===== src/rtl/spi_fsu_pkg.sv =====
package spi_fsu_pkg;
   typedef enum logic [2:0] {
      SEL_CTRL  = 3'd0,
      SEL_STAT  = 3'd1,
      SEL_IEN   = 3'd2,
      SEL_DMA   = 3'd3,
      SEL_WMARK = 3'd4
   } fsu_sel_e;

   // status bit positions (enables share them)
   localparam int B_TDR  = 0;
   localparam int B_RDR  = 1;
   localparam int B_FRM  = 9;
   localparam int B_XFR  = 10;
   localparam int B_TXU  = 11;
   localparam int B_RXO  = 12;
   localparam int B_BUSY = 24;

   // sticky window
   localparam int STK_LO = 8;
   localparam int STK_N  = 6;

   // control bits
   localparam int C_EN   = 0;
   localparam int C_TXFL = 8;
   localparam int C_RXFL = 9;

   // watermark field offset for receive side
   localparam int WM_RX_LSB = 16;
endpackage


===== src/rtl/spi_fsu_level.sv =====
module spi_fsu_level #(
   parameter int CNT_W = 5,
   parameter int WM_W  = 4,
   parameter bit ABOVE = 1'b0
) (
   input  logic [CNT_W-1:0] count,
   input  logic [WM_W-1:0]  wmark,
   output logic             hit
);
   localparam int W = (CNT_W > WM_W) ? CNT_W : WM_W;

   logic [W-1:0] cnt_x, wm_x;
   assign cnt_x = W'(count);
   assign wm_x  = W'(wmark);

   generate
      if (ABOVE) begin : g_above
         assign hit = cnt_x > wm_x;
      end else begin : g_at_or_below
         assign hit = cnt_x <= wm_x;
      end
   endgenerate
endmodule


===== src/rtl/spi_fsu_sticky.sv =====
module spi_fsu_sticky #(
   parameter int N = 6
) (
   input  logic         clk,
   input  logic         rst_n,
   input  logic [N-1:0] set,
   input  logic [N-1:0] clr,
   output logic [N-1:0] flag
);
   generate
      for (genvar i = 0; i < N; i++) begin : g_bit
         always_ff @(posedge clk) begin
            if (!rst_n)      flag[i] <= 1'b0;
            else if (set[i]) flag[i] <= 1'b1;
            else if (clr[i]) flag[i] <= 1'b0;
         end
      end
   endgenerate

   // a set event always leaves its flag high next cycle
   p_set_wins_r4: assert property (@(posedge clk) disable iff (!rst_n)
      (set != '0) |=> ((flag & $past(set)) == $past(set)));

   // a clear without a set leaves the flag low
   p_w1c_r5: assert property (@(posedge clk) disable iff (!rst_n)
      ((clr & ~set) != '0) |=> ((flag & $past(clr & ~set)) == '0));
endmodule


===== src/rtl/spi_fsu_cfg.sv =====
module spi_fsu_cfg
   import spi_fsu_pkg::*;
#(
   parameter int WM_W = 4
) (
   input  logic             clk,
   input  logic             rst_n,
   input  logic             wr_en,
   input  logic [2:0]       wr_sel,
   input  logic [31:0]      wr_data,
   output logic             mod_en,
   output logic [3:0]       ien,
   output logic [1:0]       dma_en,
   output logic [WM_W-1:0]  tx_wm,
   output logic [WM_W-1:0]  rx_wm,
   output logic             tx_flush,
   output logic             rx_flush,
   output logic [STK_N-1:0] stat_clr
);
   fsu_sel_e sel;
   assign sel = fsu_sel_e'(wr_sel);

   always_ff @(posedge clk) begin
      if (!rst_n) begin
         mod_en   <= 1'b0;
         ien      <= '0;
         dma_en   <= '0;
         tx_wm    <= '0;
         rx_wm    <= '0;
         tx_flush <= 1'b0;
         rx_flush <= 1'b0;
      end else begin
         tx_flush <= 1'b0;
         rx_flush <= 1'b0;
         if (wr_en) begin
            case (sel)
               SEL_CTRL: begin
                  mod_en   <= wr_data[C_EN];
                  tx_flush <= wr_data[C_TXFL];
                  rx_flush <= wr_data[C_RXFL];
               end
               SEL_IEN:  ien <= {wr_data[B_XFR], wr_data[B_FRM],
                                 wr_data[B_RDR], wr_data[B_TDR]};
               SEL_DMA:  dma_en <= wr_data[1:0];
               SEL_WMARK: begin
                  tx_wm <= wr_data[WM_W-1:0];
                  rx_wm <= wr_data[WM_RX_LSB +: WM_W];
               end
               default: ;
            endcase
         end
      end
   end

   always_comb begin
      stat_clr = '0;
      if (wr_en && sel == SEL_STAT) stat_clr = wr_data[STK_LO +: STK_N];
   end

   logic unused_wdata;
   assign unused_wdata = ^wr_data;

   // flush bits in a control write produce the pulses next cycle
   p_tx_flush_r10: assert property (@(posedge clk) disable iff (!rst_n)
      (wr_en && sel == SEL_CTRL && wr_data[C_TXFL]) |=> tx_flush);
   p_rx_flush_r10: assert property (@(posedge clk) disable iff (!rst_n)
      (wr_en && sel == SEL_CTRL && wr_data[C_RXFL]) |=> rx_flush);
   p_flush_needs_write_r10: assert property (@(posedge clk) disable iff (!rst_n)
      !(wr_en && sel == SEL_CTRL) |=> !tx_flush && !rx_flush);
endmodule


===== src/rtl/spi_fifo_flags.sv =====
module spi_fifo_flags
   import spi_fsu_pkg::*;
#(
   parameter int DEPTH          = 16,
   parameter bit IRQ_REGISTERED = 1'b1,
   localparam int CNT_W         = $clog2(DEPTH + 1)
) (
   input  logic             clk,
   input  logic             rst_n,
   input  logic [CNT_W-1:0] tx_count_i,
   input  logic [CNT_W-1:0] rx_count_i,
   input  logic             tx_pop_i,
   input  logic             rx_push_i,
   input  logic             frame_done_i,
   input  logic             busy_i,
   input  logic             wr_en_i,
   input  logic [2:0]       wr_sel_i,
   input  logic [31:0]      wr_data_i,
   output logic [31:0]      status_o,
   output logic [31:0]      fifo_stat_o,
   output logic [31:0]      rx_stat_o,
   output logic             irq_o,
   output logic             tx_dma_req_o,
   output logic             rx_dma_req_o,
   output logic             tx_flush_o,
   output logic             rx_flush_o
);
   localparam int WM_W = $clog2(DEPTH);

   generate
      if (DEPTH < 2 || DEPTH > 255) begin : g_bad_depth
         $error("spi_fifo_flags: DEPTH must lie in 2..255");
      end
   endgenerate

   logic             mod_en;
   logic [3:0]       ien;
   logic [1:0]       dma_en;
   logic [WM_W-1:0]  tx_wm, rx_wm;
   logic [STK_N-1:0] stat_clr, stk_set, stk_flag;
   logic             tdr, rdr, busy_q;
   logic [3:0]       cause;

   spi_fsu_cfg #(.WM_W(WM_W)) u_cfg (
      .clk(clk), .rst_n(rst_n), .wr_en(wr_en_i), .wr_sel(wr_sel_i),
      .wr_data(wr_data_i), .mod_en(mod_en), .ien(ien), .dma_en(dma_en),
      .tx_wm(tx_wm), .rx_wm(rx_wm), .tx_flush(tx_flush_o),
      .rx_flush(rx_flush_o), .stat_clr(stat_clr)
   );

   spi_fsu_level #(.CNT_W(CNT_W), .WM_W(WM_W), .ABOVE(1'b0)) u_tx_lvl (
      .count(tx_count_i), .wmark(tx_wm), .hit(tdr)
   );

   spi_fsu_level #(.CNT_W(CNT_W), .WM_W(WM_W), .ABOVE(1'b1)) u_rx_lvl (
      .count(rx_count_i), .wmark(rx_wm), .hit(rdr)
   );

   always_ff @(posedge clk) begin
      if (!rst_n) busy_q <= 1'b0;
      else        busy_q <= busy_i;
   end

   always_comb begin
      stk_set = '0;
      stk_set[B_FRM - STK_LO] = frame_done_i;
      stk_set[B_XFR - STK_LO] = busy_q & ~busy_i;
      stk_set[B_TXU - STK_LO] = tx_pop_i && (tx_count_i == '0);
      stk_set[B_RXO - STK_LO] = rx_push_i && (rx_count_i == CNT_W'(DEPTH));
   end

   spi_fsu_sticky #(.N(STK_N)) u_sticky (
      .clk(clk), .rst_n(rst_n), .set(stk_set), .clr(stat_clr), .flag(stk_flag)
   );

   always_comb begin
      status_o                   = '0;
      status_o[B_TDR]            = tdr;
      status_o[B_RDR]            = rdr;
      status_o[STK_LO +: STK_N]  = stk_flag;
      status_o[B_BUSY]           = busy_i;

      fifo_stat_o                = '0;
      fifo_stat_o[7:0]           = 8'(tx_count_i);
      fifo_stat_o[23:16]         = 8'(rx_count_i);

      rx_stat_o                  = '0;
      rx_stat_o[1]               = (rx_count_i == '0);
   end

   assign cause = {status_o[B_XFR], status_o[B_FRM],
                   status_o[B_RDR], status_o[B_TDR]} & ien;

   generate
      if (IRQ_REGISTERED) begin : g_irq_reg
         logic irq_q;
         always_ff @(posedge clk) begin
            if (!rst_n) irq_q <= 1'b0;
            else        irq_q <= |cause;
         end
         assign irq_o = irq_q;

         // the line only rises after an enabled cause was present
         p_irq_cause_r8: assert property (@(posedge clk) disable iff (!rst_n)
            irq_o |-> $past(|cause));
         p_irq_follow_r8: assert property (@(posedge clk) disable iff (!rst_n)
            (|cause) |=> irq_o);
      end else begin : g_irq_comb
         assign irq_o = |cause;
      end
   endgenerate

   assign tx_dma_req_o = mod_en & dma_en[0] & tdr;
   assign rx_dma_req_o = mod_en & dma_en[1] & rdr;

   // a transmit request implies the level is at or below the mark
   p_txdma_level_r9: assert property (@(posedge clk) disable iff (!rst_n)
      tx_dma_req_o |-> (int'(tx_count_i) <= int'(tx_wm)));
   // receive-ready implies the level is above the mark
   p_rdr_level_r3: assert property (@(posedge clk) disable iff (!rst_n)
      status_o[B_RDR] |-> (int'(rx_count_i) > int'(rx_wm)));
   // overflow flag only rises after a push into a full receive FIFO
   p_rxo_origin_r6: assert property (@(posedge clk) disable iff (!rst_n)
      $rose(status_o[B_RXO]) |-> $past(rx_push_i && rx_count_i == CNT_W'(DEPTH)));
endmodule


===== config.mk =====
export PLATFORM = sky130hd
export DESIGN_NAME = spi_fifo_flags
export DESIGN_NICKNAME = d
export VERILOG_FILES = /design/src/rtl/spi_fsu_pkg.sv /design/src/rtl/spi_fsu_level.sv /design/src/rtl/spi_fsu_sticky.sv /design/src/rtl/spi_fsu_cfg.sv /design/src/rtl/spi_fifo_flags.sv
export SDC_FILE = /design/constraint.sdc
export NUM_CORES = 1
export LEC_CHECK = 0
export ABC_AREA = 1
export BUFFER_PORTS_ARGS = -buffer_cell sky130_fd_sc_hd__buf_2
export CAP_MARGIN = 20
export CORE_MARGIN = 3
export CORE_UTILIZATION = 43
export CTS_BUF_LIST = sky130_fd_sc_hd__clkbuf_4 sky130_fd_sc_hd__clkbuf_8
export CTS_CLUSTER_SIZE = 24
export DETAILED_ROUTE_END_ITERATION = 7
export PLACE_DENSITY = 0.95
export SETUP_SLACK_MARGIN = 0.2
export SLEW_MARGIN = 20
export SYNTH_ARGS = -nofsm -noshare
export SYNTH_HDL_FRONTEND = slang
export SYNTH_SLANG_ARGS = --single-unit

===== constraint.sdc =====
create_clock -name clk -period 3.8 [get_ports clk]
set_input_delay 0.38 -clock clk [delete_from_list [all_inputs] [get_ports clk]]
set_output_delay 0.38 -clock clk [all_outputs]
set_load 0.03 [all_outputs]

==> out/summary.txt, run 1 <==
status: completed
Die Span X: 71.96 um
Seq pwr share: 41.2%
crit path kind: reg2out
Final Wtd Congestion: 0.8064
data arrival time of the worst path: 1630 ps
final antenna diode count: 0
Worst Path Required: 3420 ps
Worst Clk Skew: 1.501 ps
die area: 0.005178 mm2
GRT Util Overall: 11.90%
TritonCTS clock tree: built
DIE HEIGHT: 71.96 um
TritonCTS Sinks: 23
largest net degree at the start of global routing: 19
filler instances: 436
Resized Gates After CTS: 0
H-Tree Depth: 1
Critical Path Sink Type: output port
Post-CTS Hold Buffers: 0
cell with the most instances after synthesis: buf_4
Final Hold Viols: 0
clock transition at the registers of the reported paths: 80 ps
Iter 0 DRT Violations: 13
grt ovf: 0
Synth async-reset ratio: 0%
post-route ant nets: 0
worst skew pair latency: 260 ps
CTS max path bufs: 2
Max FO, Critical Path: 2
Mapped Area: 0.001871 mm2
final setup fails: 0
max-cap viol count: 0
hpwl dp: 2954 um
first-pass GRT wire length: 4954 um
Final period util: 52.82%
Starting Density: 45.77%
Synth top area share: 36.52%
crit start category: flop
internal power: 368.2 uW
PwrDens: 332.1 mW/mm2
highest achievable clock rate: 0.4982 GHz
Routed WL: 3350 um
Post-synth EDFFs: 0
total CTS buffers: 3
Synth area leader: buf_4
vias: 1393
Syn Area/Cell: 7.335 um2
total power draw: 613.4 uW
Sw Share: 39.97%
final instance area: 0.001847 mm2
Clock Power Share: 25.2%
post-synthesis sequential area ratio: 24.62%
total core area: 0.004086 mm2
Max stage delay on crit path: 320 ps
Max VDD drop: 111.3 uV
cell count after synthesis: 255
I/O Buffers: 55
synth cell count leaders: 91 x buf_4, 29 x inv_1, 25 x nor2_1
Synth-to-Final Area Change: -1.271%
row cnt: 23
Clock Root Buffer: clkbuf_8
I/O Pins: 153
CP Cell Sequence: inv_1 -> ha_1 -> nand2_1 -> inv_1 -> nand3_1 -> nand3_1 -> and2_1 -> nor2_1 -> buf_2
Slew Viols, Final: 0
DRC Markers: 0
Setup Buffers After CTS: 0
layout cells sized above 1: 24.50%
Seq cells post-synth: 23
initial antenna violation count: 0
Leak: 1.040 nW
yosys warns: 0
Switch Pwr: 245.1 uW
Yosys cell types: 26
Final #Nets: 359
WL/cell: 9.626 um
RSZ-0062 raised after global routing: no
crit path time final: 2007 ps
HP Class: in2reg
most area-consuming cells after synthesis: buf_4 37%, dfxtp_1 25%, inv_1 5.8%, ha_1 5.4%, nor2_1 5.0%
vias in the first global route: 1212
CP max-delay cell: dfxtp_1
ys flop type: dfxtp_1
Combinational Power Share: 33.6%
DRT Pass-1 Iters: 4
placed cell areas: 0.001798 mm2
vias per cell: 4.003
setup TNS: 0 ps
[cells by family after synthesis]
kind of cell / Yosys count / share of synthesized area (%)
buf+inv: 126 / 44.01
simple gates: 68 / 17.06
compound gates: 29 / 8.763
flops: 23 / 24.62
fa+ha+maj: 8 / 5.351
other cells: 1 / 0.2005
[state kept, by name (all words and copies together), names as in the netlist]
signal          count
u_cfg.ien           4
u_cfg.rx_wm         4
u_cfg.tx_wm         4
u_sticky.flag       4
u_cfg.dma_en        2
busy_q              1
irq_o               1
u_cfg.mod_en        1
u_cfg.rx_flush      1
u_cfg.tx_flush      1
[cell usage in the layout (no fill, tap or decap), drive strengths merged]
cell	count
conb	78
buf	55
inv	32
nor2	29
dfxtp	23
nand2	22
o21ai	15
nand3	13
a21oi	13
ha	8
clkbuf	4
nor4	2
and2	1
clkinv	1
a22o	1
nand3b	1
[power groups by stage]
stage | Combinational [mW] | Sequential [mW] | Clock (mW)
finish | 0.206 | 0.253 | 0.155
global route | 0.223 | 0.254 | 0.168
CTS | 0.206 | 0.253 | 0.161
detailed placement | 0.205 | 0.259 | 0
global placement | 0.201 | 0.258 | 0
floorplan | 0.233 | 0.262 | 0
[final timing paths]
path	start	endpoint	slack, ps	cells after the start
min reg2reg	busy_q	u_sticky.flag[2]	450	2
max reg2reg	u_cfg.tx_wm[2]	irq_o	2450	9
max	u_cfg.tx_wm[2]	tx_dma_req_o	1790	9
min	wr_data_i[8]	u_cfg.tx_flush	330	3
[layout make-up]
| class | count | area, um2 | share of cell area, % |
|---|---|---|---|
| Multi-Input combinational cell | 183 | 875.8 | 47.43 |
| Sequential cell | 23 | 460.4 | 24.93 |
| Timing Repair Buffer | 55 | 275.3 | 14.91 |
| Inverter | 33 | 123.9 | 6.707 |
| Tap cell | 50 | 62.56 | 3.388 |
| Clock buffer | 4 | 48.80 | 2.642 |
[through the flow]
step	utilization, %	setup WS [ps]	cells	hold WS (ps)
global route	45.19	1651	348	328.4
detailed placement	44.00	1911	344	442.9
finish	45.19	1793	348	328.3
floorplan	-	1970	332	428.7
global placement	44.00	1951	344	434.9
CTS	45.19	1774	348	324.4
[per-layer routing]
metal  GRT usage (%)  vias up  wire (um)
met5               0        -          0
met4           3.549        0         52
met3           3.740        6        382
met2           22.04       79       1651
met1           12.88      602       1263
li1                -      706          -
[critical path, delay by kind of cell (launching register included)]
family | cells | cell delay (ps)
flops | 1 | 320
fa+ha+maj | 1 | 290
buf+inv | 3 | 310
simple gates | 5 | 440
No activity file was read; power rests on OpenSTA's default activity.
==> run 2: changes to the inputs <==
--- a/config.mk
+++ b/config.mk
@@ -9,11 +9,11 @@
 export BUFFER_PORTS_ARGS = -buffer_cell sky130_fd_sc_hd__buf_2
 export CAP_MARGIN = 20
 export CORE_MARGIN = 3
-export CORE_UTILIZATION = 43
+export CORE_UTILIZATION = 40
 export CTS_BUF_LIST = sky130_fd_sc_hd__clkbuf_4 sky130_fd_sc_hd__clkbuf_8
 export CTS_CLUSTER_SIZE = 24
 export DETAILED_ROUTE_END_ITERATION = 7
-export PLACE_DENSITY = 0.95
+export PLACE_DENSITY = 0.94
 export SETUP_SLACK_MARGIN = 0.2
 export SLEW_MARGIN = 20
 export SYNTH_ARGS = -nofsm -noshare
==> constraint.sdc (replaced) <==
create_clock -name clk -period 2 [get_ports clk]
set_input_delay 0.2 -clock clk [delete_from_list [all_inputs] [get_ports clk]]
set_output_delay 0.2 -clock clk [all_outputs]
set_load 0.03 [all_outputs]
==> out/summary.txt, run 2 (same netlist as run 1, synthesis figures left out) <==
DIE HEIGHT: 74.39 um
placed cell areas: 0.001800 mm2
max-cap viol count: 0
Worst Reg-to-Reg Cells: 11
highest achievable clock rate: 0.5709 GHz
HP Start: busy_i
status: completed
Worst Path Required: 1800 ps
Iter 0 DRT Violations: 11
post-route ant nets: 0
Slew Viols, Final: 0
CTS max path bufs: 2
layout cells sized above 1: 32.78%
DRT Pass-1 Iters: 4
crit path kind: reg2out
r2r setup slk: 600 ps
final setup fails: 0
Leak: 1.057 nW
Max FO, Critical Path: 2
row cnt: 24
crit path from: u_cfg.tx_wm[1]
Post-CTS Hold Buffers: 0
first-pass GRT wire length: 4981 um
Hold Path Sink: busy_q
Die Span X: 74.39 um
Hold Path Stages: 3
crit start category: flop
Routed WL: 3590 um
grt ovf: 0
initial antenna violation count: 0
most common cell after layout, fill and taps aside: conb_1
Clock Root Buffer: clkbuf_8
Worst R2R End: irq_o
total core area: 0.004444 mm2
total CTS buffers: 3
Final period util: 87.59%
final instance area: 0.001962 mm2
Worst Clk Skew: 0.5553 ps
Final #Nets: 360
Starting Density: 42.09%
setup TNS: 0 ps
die area: 0.005533 mm2
I/O Pins: 153
RSZ-0062 raised after global routing: yes
GRT Util Overall: 11.83%
Critical Path Sink Type: output port
H-Tree Depth: 1
data arrival time of the worst path: 1550 ps
Final Wtd Congestion: 0.7587
Synth-to-Final Area Change: 4.883%
worst skew pair latency: 260 ps
final antenna diode count: 0
TritonCTS clock tree: built
vias in the first global route: 1175
PwrDens: 614.6 mW/mm2
vias: 1404
reg2reg start: u_cfg.rx_wm[2]
vias per cell: 4.000
commonest non-fill, non-tap cells in the layout: 78 x conb_1, 51 x buf_2, 24 x nor2_1
DRC Markers: 0
crit path time final: 1752 ps
hpwl dp: 2980 um
TritonCTS Sinks: 23
largest net degree at the start of global routing: 19
I/O Buffers: 55
WL/cell: 10.23 um
Max VDD drop: 220.9 uV
clock transition at the registers of the reported paths: 80 ps
Final Hold Viols: 0
HP Class: in2reg
[run 2: cell count changes in the layout (fill, tap and decap cells not counted), moves of 3 or more]
cell / previous run / this run
buf_4: 0 / 4
nand3_2: 0 / 6
buf_2: 55 / 51
dfxtp_2: 0 / 3
ha_4: 0 / 3
inv_1: 29 / 21
dfxtp_1: 23 / 20
inv_2: 3 / 11
nand3_1: 12 / 6
ha_1: 8 / 5
[run 2: final cells by class]
type,count,area (um2)
flip-flops and latches,23,464.2
clock buffers,4,48.80
fillers,455,2482
well taps,52,65.06
multi-input cells,183,963.4
inverters,33,123.9
repair buffers,56,296.5
[run 2: metal layers]
layer  vias to the layer above  share of wire, %  routed length [um]  global-route usage (%)
met2                        77                53                1889                   21.85
met4                         0              0.78                  28                   3.755
met3                         3               9.3                 335                   3.514
met1                       615                37                1337                   12.86
li1                        709                 -                   -                       -
met5                         -                 0                   0                       0
[run 2: worst max path at each step]
stage	slack [ps]	cells after the start	to
6_report	250	9	tx_dma_req_o
5_1_grt	160	9	rx_dma_req_o
4_1_cts	200	9	tx_dma_req_o
3_5_place_dp	470	9	tx_dma_req_o
3_3_place_gp	500	9	tx_dma_req_o
2_1_floorplan	400	8	tx_dma_req_o
[run 2: where the power goes]
group | switching (mW) | total (mW) | leakage (nW) | internal (mW)
clock | 0.145 | 0.301 | 0.0262 | 0.156
combinational | 0.336 | 0.423 | 0.842 | 0.0869
sequential | 0.00760 | 0.481 | 0.189 | 0.474
total | 0.489 | 1.21 | 1.06 | 0.716
[run 2: through the flow]
step / utilization (%) / setup WS [ps] / instances / hold WS, ps / total power [mW]
2_1_floorplan: - / 404.9 / 332 / 293.5 / 0.9402
3_3_place_gp: 40.51 / 495.6 / 346 / 409.7 / 0.8737
3_5_place_dp: 40.51 / 472.2 / 346 / 418.2 / 0.8811
4_1_cts: 41.72 / 198.3 / 350 / 139.0 / 1.179
5_1_grt: 44.14 / 164.7 / 351 / 151.5 / 1.269
6_report: 44.14 / 248.2 / 351 / 140.1 / 1.206
[run 2: timing repair]
| action | in CTS | in global routing |
|---|---|---|
| gates resized for setup | 2 | 31 |
| pin swaps | 0 | 8 |
| cloned | 0 | 0 |
| buffers inserted | 0 | 1 |
| setup endpoints to repair | 2 | 4 |
[run 2: worst max-delay path, stage by stage (launching register included)]
cell and delay [ps]:
dfxtp_2 330, inv_2 40, ha_1 260, nand2_1 70, inv_2 50, nand3_2 70
nand3_2 70, and2_4 160, nor2_1 80, buf_4 160
